[config.mk]
export PLATFORM = sky130hd
export DESIGN_NAME = comba_clmul
export DESIGN_NICKNAME = d
export VERILOG_FILES = /design/src/rtl/comba_pkg.sv /design/src/rtl/comba_clmul_word.sv /design/src/rtl/comba_sched.sv /design/src/rtl/comba_acc.sv /design/src/rtl/comba_clmul.sv
export SDC_FILE = /design/constraint.sdc
export NUM_CORES = 1
export LEC_CHECK = 0
export BUFFER_PORTS_ARGS = -buffer_cell sky130_fd_sc_hd__buf_2
export CAP_MARGIN = 20
export CORE_UTILIZATION = 50
export CTS_BUF_LIST = sky130_fd_sc_hd__clkbuf_2 sky130_fd_sc_hd__clkbuf_4 sky130_fd_sc_hd__clkbuf_8
export CTS_CLUSTER_SIZE = 10
export DETAILED_ROUTE_END_ITERATION = 10
export HOLD_SLACK_MARGIN = 0.12
export PLACE_DENSITY = 0.7
export REMOVE_ABC_BUFFERS = 1
export SLEW_MARGIN = 20
export SYNTH_ARGS = -nofsm -noshare
export SYNTH_HDL_FRONTEND = slang
export SYNTH_HIERARCHICAL = 1
export SYNTH_SLANG_ARGS = --single-unit
[constraint.sdc]
create_clock -name clk -period 1.8 [get_ports clk]
set_clock_uncertainty 0.1 [all_clocks]
set_input_delay 0.09 -clock clk [delete_from_list [all_inputs] [get_ports clk]]
set_output_delay 0.09 -clock clk [all_outputs]
set_load 0.01 [all_outputs]
[src/rtl/comba_pkg.sv]
package comba_pkg;
  typedef enum logic [1:0] {
    ST_IDLE  = 2'd0,
    ST_RUN   = 2'd1,
    ST_FLUSH = 2'd2,
    ST_DONE  = 2'd3
  } comba_state_e;
endpackage

[src/rtl/comba_clmul_word.sv]
// BW x BW carry-less product: XOR of shifted copies of a selected by bits of b.
module comba_clmul_word #(
  parameter int BW = 8
) (
  input  logic [BW-1:0]   a,
  input  logic [BW-1:0]   b,
  output logic [2*BW-1:0] p
);
  logic [2*BW-1:0] chain [BW+1];

  assign chain[0] = '0;

  generate
    for (genvar k = 0; k < BW; k++) begin : g_row
      logic [2*BW-1:0] row;
      assign row          = b[k] ? ({{BW{1'b0}}, a} << k) : '0;
      assign chain[k + 1] = chain[k] ^ row;
    end
  endgenerate

  assign p = chain[BW];

  always_comb begin
    if (b == BW'(1)) begin
      a_r2_unit_factor: assert (p == {{BW{1'b0}}, a});
    end
    a_r2_top_bit_zero: assert (p[2*BW-1] == 1'b0);
  end
endmodule

[src/rtl/comba_sched.sv]
// Column-by-column index generator and run control.
module comba_sched
  import comba_pkg::*;
#(
  parameter int N  = 4,
  parameter int IW = (N > 1) ? $clog2(N) : 1,
  parameter int CW = $clog2(2 * N) + 1
) (
  input  logic          clk,
  input  logic          rst_n,
  input  logic          start,
  output comba_state_e  state_o,
  output logic [IW-1:0] a_idx,
  output logic [IW-1:0] b_idx,
  output logic          commit,
  output logic          flush,
  output logic          clear,
  output logic [CW-1:0] col_o
);
  localparam logic [CW-1:0] NC      = CW'(N);
  localparam logic [CW-1:0] NM1     = CW'(N - 1);
  localparam logic [CW-1:0] LASTCOL = CW'(2 * N - 2);

  comba_state_e  state_q, state_d;
  logic [CW-1:0] col_q, col_d;
  logic [CW-1:0] ai_q, ai_d;
  logic [CW-1:0] lo, hi, col_n, lo_n, bj;
  logic          last, accept;

  always_comb begin
    lo     = (col_q >= NC) ? (col_q - NM1) : '0;
    hi     = (col_q < NC) ? col_q : NM1;
    col_n  = col_q + CW'(1);
    lo_n   = (col_n >= NC) ? (col_n - NM1) : '0;
    bj     = col_q - ai_q;
    last   = (ai_q == hi);
    accept = start && (state_q == ST_IDLE || state_q == ST_DONE);
  end

  always_comb begin
    state_d = state_q;
    col_d   = col_q;
    ai_d    = ai_q;
    unique case (state_q)
      ST_IDLE, ST_DONE: begin
        if (accept) begin
          state_d = ST_RUN;
          col_d   = '0;
          ai_d    = '0;
        end
      end
      ST_RUN: begin
        if (last) begin
          col_d = col_n;
          ai_d  = lo_n;
          if (col_q == LASTCOL) state_d = ST_FLUSH;
        end else begin
          ai_d = ai_q + CW'(1);
        end
      end
      ST_FLUSH: state_d = ST_DONE;
      default:  state_d = ST_IDLE;
    endcase
  end

  always_ff @(posedge clk or negedge rst_n) begin
    if (!rst_n) begin
      state_q <= ST_IDLE;
      col_q   <= '0;
      ai_q    <= '0;
    end else begin
      state_q <= state_d;
      col_q   <= col_d;
      ai_q    <= ai_d;
    end
  end

  assign state_o = state_q;
  assign a_idx   = ai_q[IW-1:0];
  assign b_idx   = bj[IW-1:0];
  assign commit  = (state_q == ST_RUN) && last;
  assign flush   = (state_q == ST_FLUSH);
  assign clear   = accept;
  assign col_o   = col_q;

  a_r3_pair_in_column: assert property (@(posedge clk) disable iff (!rst_n)
    (state_q == ST_RUN) |-> (ai_q >= lo && ai_q <= hi && bj < NC));

  a_r3_column_step: assert property (@(posedge clk) disable iff (!rst_n)
    commit |=> (col_q == $past(col_q) + CW'(1)));

  a_r5_start_ignored_busy: assert property (@(posedge clk) disable iff (!rst_n)
    (start && (state_q == ST_RUN || state_q == ST_FLUSH)) |=> (state_q != ST_IDLE));

  a_r5_no_column_reset: assert property (@(posedge clk) disable iff (!rst_n)
    (start && state_q == ST_RUN && col_q != '0) |=> (col_q != '0));
endmodule

[src/rtl/comba_acc.sv]
// Double-width running XOR sum with commit-and-shift and final flush.
module comba_acc #(
  parameter int BW = 8
) (
  input  logic          clk,
  input  logic          rst_n,
  input  logic          clear,
  input  logic          run,
  input  logic          commit,
  input  logic          flush,
  input  logic [2*BW-1:0] prod,
  output logic [BW-1:0] word_o
);
  logic [2*BW-1:0] acc_q, acc_d, sum;
  logic            acc_en;

  always_comb begin
    sum    = acc_q ^ prod;
    acc_en = clear || run || flush;
    acc_d  = acc_q;
    if (clear || flush) begin
      acc_d = '0;
    end else if (run) begin
      acc_d = commit ? {{BW{1'b0}}, sum[2*BW-1:BW]} : sum;
    end
  end

  always_ff @(posedge clk or negedge rst_n) begin
    if (!rst_n) begin
      acc_q <= '0;
    end else if (acc_en) begin
      acc_q <= acc_d;
    end
  end

  assign word_o = flush ? acc_q[BW-1:0] : sum[BW-1:0];

  a_r2_high_cleared: assert property (@(posedge clk) disable iff (!rst_n)
    (commit && !clear) |=> (acc_q[2*BW-1:BW] == '0));

  a_r7_empty_after_flush: assert property (@(posedge clk) disable iff (!rst_n)
    flush |=> (acc_q == '0));
endmodule

[src/rtl/comba_clmul.sv]
module comba_clmul
  import comba_pkg::*;
#(
  parameter int BW = 8,
  parameter int N  = 4,
  localparam int IW = (N > 1) ? $clog2(N) : 1,
  localparam int OW = $clog2(2 * N),
  localparam int CW = $clog2(2 * N) + 1
) (
  input  logic          clk,
  input  logic          rst_n,
  input  logic          start,
  output logic [IW-1:0] a_idx,
  input  logic [BW-1:0] a_word,
  output logic [IW-1:0] b_idx,
  input  logic [BW-1:0] b_word,
  output logic          wr_en,
  output logic [OW-1:0] wr_idx,
  output logic [BW-1:0] wr_data,
  output logic          done
);
  localparam logic [OW-1:0] LASTIDX = OW'(2 * N - 1);

  logic            rst_meta, rst_sync;
  comba_state_e    state;
  logic            commit, flush, clear;
  logic [CW-1:0]   col;
  logic [2*BW-1:0] prod;

  always_ff @(posedge clk or negedge rst_n) begin
    if (!rst_n) begin
      rst_meta <= 1'b0;
      rst_sync <= 1'b0;
    end else begin
      rst_meta <= 1'b1;
      rst_sync <= rst_meta;
    end
  end

  comba_sched #(.N(N), .IW(IW), .CW(CW)) u_sched (
    .clk     (clk),
    .rst_n   (rst_sync),
    .start   (start),
    .state_o (state),
    .a_idx   (a_idx),
    .b_idx   (b_idx),
    .commit  (commit),
    .flush   (flush),
    .clear   (clear),
    .col_o   (col)
  );

  comba_clmul_word #(.BW(BW)) u_mul (
    .a (a_word),
    .b (b_word),
    .p (prod)
  );

  comba_acc #(.BW(BW)) u_acc (
    .clk    (clk),
    .rst_n  (rst_sync),
    .clear  (clear),
    .run    (state == ST_RUN),
    .commit (commit),
    .flush  (flush),
    .prod   (prod),
    .word_o (wr_data)
  );

  assign wr_en  = commit || flush;
  assign wr_idx = col[OW-1:0];
  assign done   = (state == ST_DONE);

  a_r4_done_after_last: assert property (@(posedge clk) disable iff (!rst_sync)
    $rose(done) |-> ($past(wr_en) && $past(wr_idx) == LASTIDX));

  a_r6_quiet_when_done: assert property (@(posedge clk) disable iff (!rst_sync)
    done |-> !wr_en);

  a_r1_idle_quiet: assert property (@(posedge clk) disable iff (!rst_sync)
    (state == ST_IDLE) |-> (!wr_en && !done));
endmodule

==> impl_metrics.ini, run 1 <==
[floorplan]
rows = 27
die_height_um = 79.2
core-area_um2 = 5610
start_util_pct = 53.1
dieArea_um2 = 6270
io_pins = 36
die_x_um = 79.2

[sta]
max_freq_mhz = 491
setup_viol = 24
post-route-period-util_pct = 113
drv_slew = 0
fin_ws_ns = -0.237
hold_viol = 0
rsz0062_at_grt = yes
period_needed_ns = 2.04

[job]
maxCapViolations = 0

[place]
port_buffers = 35
postPlaceCellArea_um2 = 3260
gp_congestion = 0.884
hpwl_mm = 5.08

[logic_synthesis]
postSynthRegisterBits = 28
synth_edf_count = 0
yosys_warnings = 6
ys_seq_area_share_pct = 23.5
synthFlopType = dfrtp_1
avgSynthCellArea_um2 = 8.04
postSynthCellCount = 370
async_flop_share_pct = 100
netlist_area_um2 = 2980
synth_cell_types = 53

[power_and_ir_drop]
p_leak_uw = 0.00154
fin_total_pwr_uw = 5230
powerDensity_nw_per_um2 = 1470
vdd_drop_max_mv = 1.45

[worst_setup_path]
worstPathMaxFanout = 5
cp-start-kind = flop
reg2reg_depth = 7
path_cells = o31a_1 -> o221ai_2 -> nor2_4 -> buf_6 -> or2_1 -> buf_2
worstSetupEndpointType = output port
worstSetupPathType = reg -> out
slowest_delay_ns = 0.45
worstPathRequired_ns = 1.61
cp.arrival_ns = 1.85
crit_path_top_delay_cell = dfrtp_2

[routing]
drt_iter0_markers = 165
via_per_inst = 5.46
routed_wirelength_mm = 7.07
route.detailed.wl_per_inst_um = 14.4
antenna_left = 0
vias = 2675
post-route-drc-count = 0
drtPass1Iterations = 4

[cts]
clk_root_buffer_cell = clkbuf_8
cts_tree = yes
cts.htree.levels = 1
clockBufferDepth = 2
cts.sinks = 28
clkTransAtPathRegs_ns = 0.10
numCtsBuffers = 3
clk_latency_ns = 0.28

[finish]
design_area_um2 = 3570
synthToLayoutAreaGrowth_pct = 19.9
drive_above_1_share_pct = 28.9
final_cell_mix = nand2_1, xnor2_1, buf_2, buf_4, dfrtp_1
layout_commonest_cell = nand2_1
diodes = 0
final_net_count = 446
fin_util_pct = 63.6

[global_route]
grt_start_max_net_pins = 27
overflow = 0
grt_util_all_layers_pct = 23.2
grt_pass1_vias = 2508
grt_pass1_wl_mm = 11.7
antenna_found_initial = 0

[run_status]
status = finished with violations
violations = negative setup slack

[min_path]
hold_path_class = reg -> async
## routing by layer
layer	share of wire (%)	up-vias	global-route usage [%]
met5	0	-	0
met4	1.3	0	4.00
met3	3.2	8	2.87
met2	47	62	37.7
met1	48	1270	33.2
li1	-	1335	-
## worst max-delay path: cells and delay by family (launching register included)
kind | cells | cell delay [ns]
AND/OR/NAND/NOR | 2 | 0.27
flip-flops | 1 | 0.45
AO/OA/AOI/OAI | 2 | 0.60
buffers and inverters | 2 | 0.26
## cell type report
cell class,instances,area (um^2)
sequential,28,704
tap,72,90.1
timing repair buffer,71,502
multi-input combinational,304,2170
inverter,11,43.8
clock buffer,4,55.1
fill,498,2040
## final timing paths
path / start / endpoint / slack (ns)
worst min register to register: rst_sync / u_acc/acc_q[9] / 0.13
min in group clk: rst_meta / rst_sync / 0.26
worst min-delay path: rst_sync / u_acc/acc_q[9] / 0.13
worst max-delay path: u_sched/col_o[2] / wr_en / -0.24
max in group asynchronous: rst_n / rst_meta / 0.93
worst max register to register: u_sched/col_o[1] / u_sched/col_o[1] / -0.22
## sequential cells by signal (all words and copies together), names as in the netlist
name,cells
rst_meta,1
u_sched/ai_q,4
u_sched/state_o,2
rst_sync,1
u_sched/col_o,4
u_acc/acc_q,16
## cell usage after synthesis, types with 7 or more instances
cell | n | area share (%)
and3_1 | 7 | 1.5
nand3_1 | 14 | 2.4
nand3b_1 | 8 | 2.0
xnor2_1 | 46 | 14
inv_1 | 11 | 1.4
buf_2 | 14 | 2.4
o21a_1 | 7 | 1.8
nand2_1 | 69 | 8.7
dfrtp_1 | 28 | 24
a21oi_1 | 11 | 1.8
o21ai_0 | 19 | 3.2
ha_1 | 8 | 3.4
nor2_1 | 8 | 1.0
o21ai_1 | 9 | 1.5
xor2_1 | 17 | 5.0
nand2b_1 | 22 | 4.6
## kinds of logic (layout without fill, tap and decap cells)
group	after synthesis	count (layout)	synth area share, %
xor+xnor	64	64	19.1
flops	28	28	23.5
buf+inv	38	86	7.52
simple gates	155	155	28.1
fa+ha+maj	8	8	3.36
compound gates	75	75	18.2
other cells	2	2	0.252
## report_power, final
group	internal, uW	total [uW]	leakage, uW	switching [uW]
logic	1800	3800	0.00114	2000
registers	831	1030	0.000368	201
clock network	196	398	0.0000288	202
## stage by stage
stage	hold slack, ns	worst slack, ns	setup TNS [ns]	std cells
2_1_floorplan	-0.306	-0.530	-6.78	343
3_3_place_gp	-0.223	-0.0525	-0.302	475
3_5_place_dp	-0.222	-0.124	-0.975	475
4_1_cts	0.149	-0.212	-1.59	489
5_1_grt	0.178	-0.302	-4.34	490
6_report	0.132	-0.237	-2.30	490
## timing repair
item | 4_1_cts | 5_1_grt
pin swaps | 10 | 2
hold buffers | 3 | 0
buffers inserted | 9 | 3
endpoints found under the setup margin | 31 | 36
hold endpoints to repair | 3 | 0
gates resized for setup | 23 | 19
Power figures use the tool's default switching activity.
==> run 2: changes to the inputs <==
- PLACE_DENSITY: 0.7 -> 0.71
- SYNTH_HIERARCHICAL: 1 -> default
==> run 2 against run 1 <==
The flow still finishes with violations (negative setup slack). Final cell count fell by 10%. Power fell by 19%. Register-to-register slack improved by 0.17 ns. Die area fell by 15%. Fmax rose by 9.9%. Sequential share of layout area rose by 2.8 points. Count of clock-buffer cells in the layout fell by 1. Global-route usage rose by 0.094 points. Clock power fell by 9.8%. Largest power group unchanged.
==> impl_metrics.ini, run 2 <==
[sta]
max_freq_mhz = 539
drv_slew = 0
rsz0062_at_grt = yes
hold_viol = 0
fin_ws_ns = -0.0540
finalSetupTns_ns = -0.139
holdWs_ns = 0.144
setup_viol = 3
period_needed_ns = 1.85
post-route-period-util_pct = 103

[floorplan]
start_util_pct = 52.5
die_height_um = 72.9
io_pins = 36
core-area_um2 = 4790
rows = 25
die_x_um = 72.9
dieArea_um2 = 5320

[global_route]
grt_start_max_net_pins = 26
grt_util_all_layers_pct = 23.3
overflow = 0
antenna_found_initial = 0
grt_pass1_vias = 2113
grt_pass1_wl_mm = 9.70

[routing]
routed_wirelength_mm = 6.03
post-route-drc-count = 0
antenna_left = 0
via_per_inst = 5.23
vias = 2295
route.detailed.wl_per_inst_um = 13.7
drt_iter0_markers = 148
drtPass1Iterations = 4

[cts]
cts_tree = yes
clk_root_buffer_cell = clkbuf_8
cts.htree.levels = 1
clkTransAtPathRegs_ns = 0.10
cts.sinks = 27
clockBufferDepth = 2
clk_latency_ns = 0.28
numCtsBuffers = 3

[logic_synthesis]
synthAdderAreaFrac_pct = 4.98
synth_top_family_by_area = XOR/XNOR gates
synth_edf_count = 0
synthFlopType = dfrtp_1
async_flop_share_pct = 100
postSynthRegisterBits = 27
netlist.area_leader.share_pct = 26.9
synth-compound-area-share_pct = 13.3
yosys_warnings = 0
avgSynthCellArea_um2 = 7.69
yosys.area_share.simple_pct = 20.7
ys_seq_area_share_pct = 26.9
synthTopCellsByArea = dfrtp_1, xnor2_1, nand2_1
synth.most_common_cell = nand2_1
synth_top_cell_by_area = dfrtp_1
postSynthCellCount = 327
synthTopCellsByCount = nand2_1, xnor2_1, dfrtp_1
synth_cell_types = 40
synthMuxAreaShare_pct = 2.14
netlist_area_um2 = 2510
synth_xor_xnor_area_share_pct = 24.0

[worst_setup_path]
cp_top_family = compound AO/OA/AOI/OAI gates
cp-start-kind = flop
worstPathRequired_ns = 1.91
worstPathMaxFanout = 13
worstSetupEndpointType = flop
worstSetupPathType = reg -> reg
path_cells = a2bb2oi_1 -> a31oi_1 -> and4_4 -> buf_4 -> o21ai_0 -> o32a_1 -> o21ai_1
crit_buf_inv = 1
cp.arrival_ns = 1.97
crit_path_top_delay_cell = dfrtp_1
slowest_delay_ns = 0.41

[finish]
drive_above_1_share_pct = 24.7
seqCellArea_um2 = 677
largest_reg_flops = 15
fillers = 440
multi_input_area_um2 = 1700
layout_commonest_cell = nand2_1
final_net_count = 402
top_register = u_acc.acc_q
synthToLayoutAreaGrowth_pct = 19.3
final_cell_mix = nand2_1, xnor2_1, buf_2, buf_4, dfrtp_1
final_cells = 439
diodes = 0

[run_status]
violations = negative setup slack
status = finished with violations

[power_and_ir_drop]
p_leak_uw = 0.00141
vdd_drop_max_mv = 0.893
powerDensity_nw_per_um2 = 1410

[job]
maxCapViolations = 0

[place]
hpwl_mm = 4.49
gp_congestion = 0.888
port_buffers = 35
placed_cells = 425

[min_path]
hold_path_class = reg -> async
## run 2: cell count changes after synthesis, sizes merged, moves of 5 or more
cell	delta
buf	-11
nor2b	-5
o21a	-7
a211oi	-7
clkbuf	+14
nand2	+21
nand3	-9
a21oi	-7
nand3b	-7
xor2	+5
nand2b	-17
and3	-7
## run 2: what timing repair did
item / in CTS / in global routing
hold endpoints to repair: 3 / 0
resized for setup: 5 / 14
endpoints found under the setup margin: 9 / 28
hold buffers: 3 / 0
pin swaps: 1 / 5
setup buffers: 3 / 4
## run 2: kinds of logic after synthesis
logic type               Yosys count
AO/OA/AOI/OAI                     54
XOR/XNOR                          69
adder cells (fa/ha/maj)           10
buffers and inverters             38
flip-flops                        27
multiplexers                       5
other                              1
AND/OR/NAND/NOR                  123
## run 2: layout make-up
type,instances,share of cell area [%]
Multi-Input combinational cell,262,56.5
Inverter,8,1.00
Tap cell,67,2.79
Timing Repair Buffer,71,15.5
Clock buffer,3,1.38
Clock inverter,1,0.250
Sequential cell,27,22.6
## run 2: path summary, 6_finish.rpt
check | startpoint | endpoint | slack (ns) | cells past startpoint
worst min register to register | rst_sync | u_sched.ai_q[1] | 0.14 | 1
max in group asynchronous | rst_n | rst_sync | 0.95 | 3
worst min-delay path | rst_sync | u_sched.ai_q[1] | 0.14 | 1
min in group clk | a_word[7] | u_acc.acc_q[14] | 0.20 | 4
worst max register to register | u_sched.col_o[3] | u_sched.ai_q[2] | -0.05 | 7
worst max-delay path | u_sched.col_o[3] | u_sched.ai_q[2] | -0.05 | 7
## run 2: layer usage
| layer | track usage [%] | wire (um) |
|---|---|---|
| met2 | 40.6 | 3110 |
| met1 | 31.3 | 2650 |
| met3 | 1.24 | 216 |
| met5 | 0 | 0 |
| met4 | 6.75 | 53 |
## run 2: power by group
part / switching (uW) / internal [uW] / leakage, uW / total [uW]
Clock: 201 / 157 / 0.0000217 / 359
Combinational: 1540 / 1410 / 0.00103 / 2950
Sequential: 152 / 771 / 0.000355 / 923
## run 2: metrics by stage
| stage | setup slack [ns] | utilization, % | cell area (um^2) | power (uW) |
|---|---|---|---|---|
| floorplan | -0.334 | - | 2350 | 2560 |
| global placement | -0.00182 | 58.6 | 2800 | 3600 |
| detailed placement | -0.0609 | 58.6 | 2800 | 3640 |
| CTS | -0.0461 | 61.0 | 2920 | 4090 |
| global route | -0.147 | 62.7 | 3000 | 4560 |
| finish | -0.0540 | 62.7 | 3000 | 4230 |
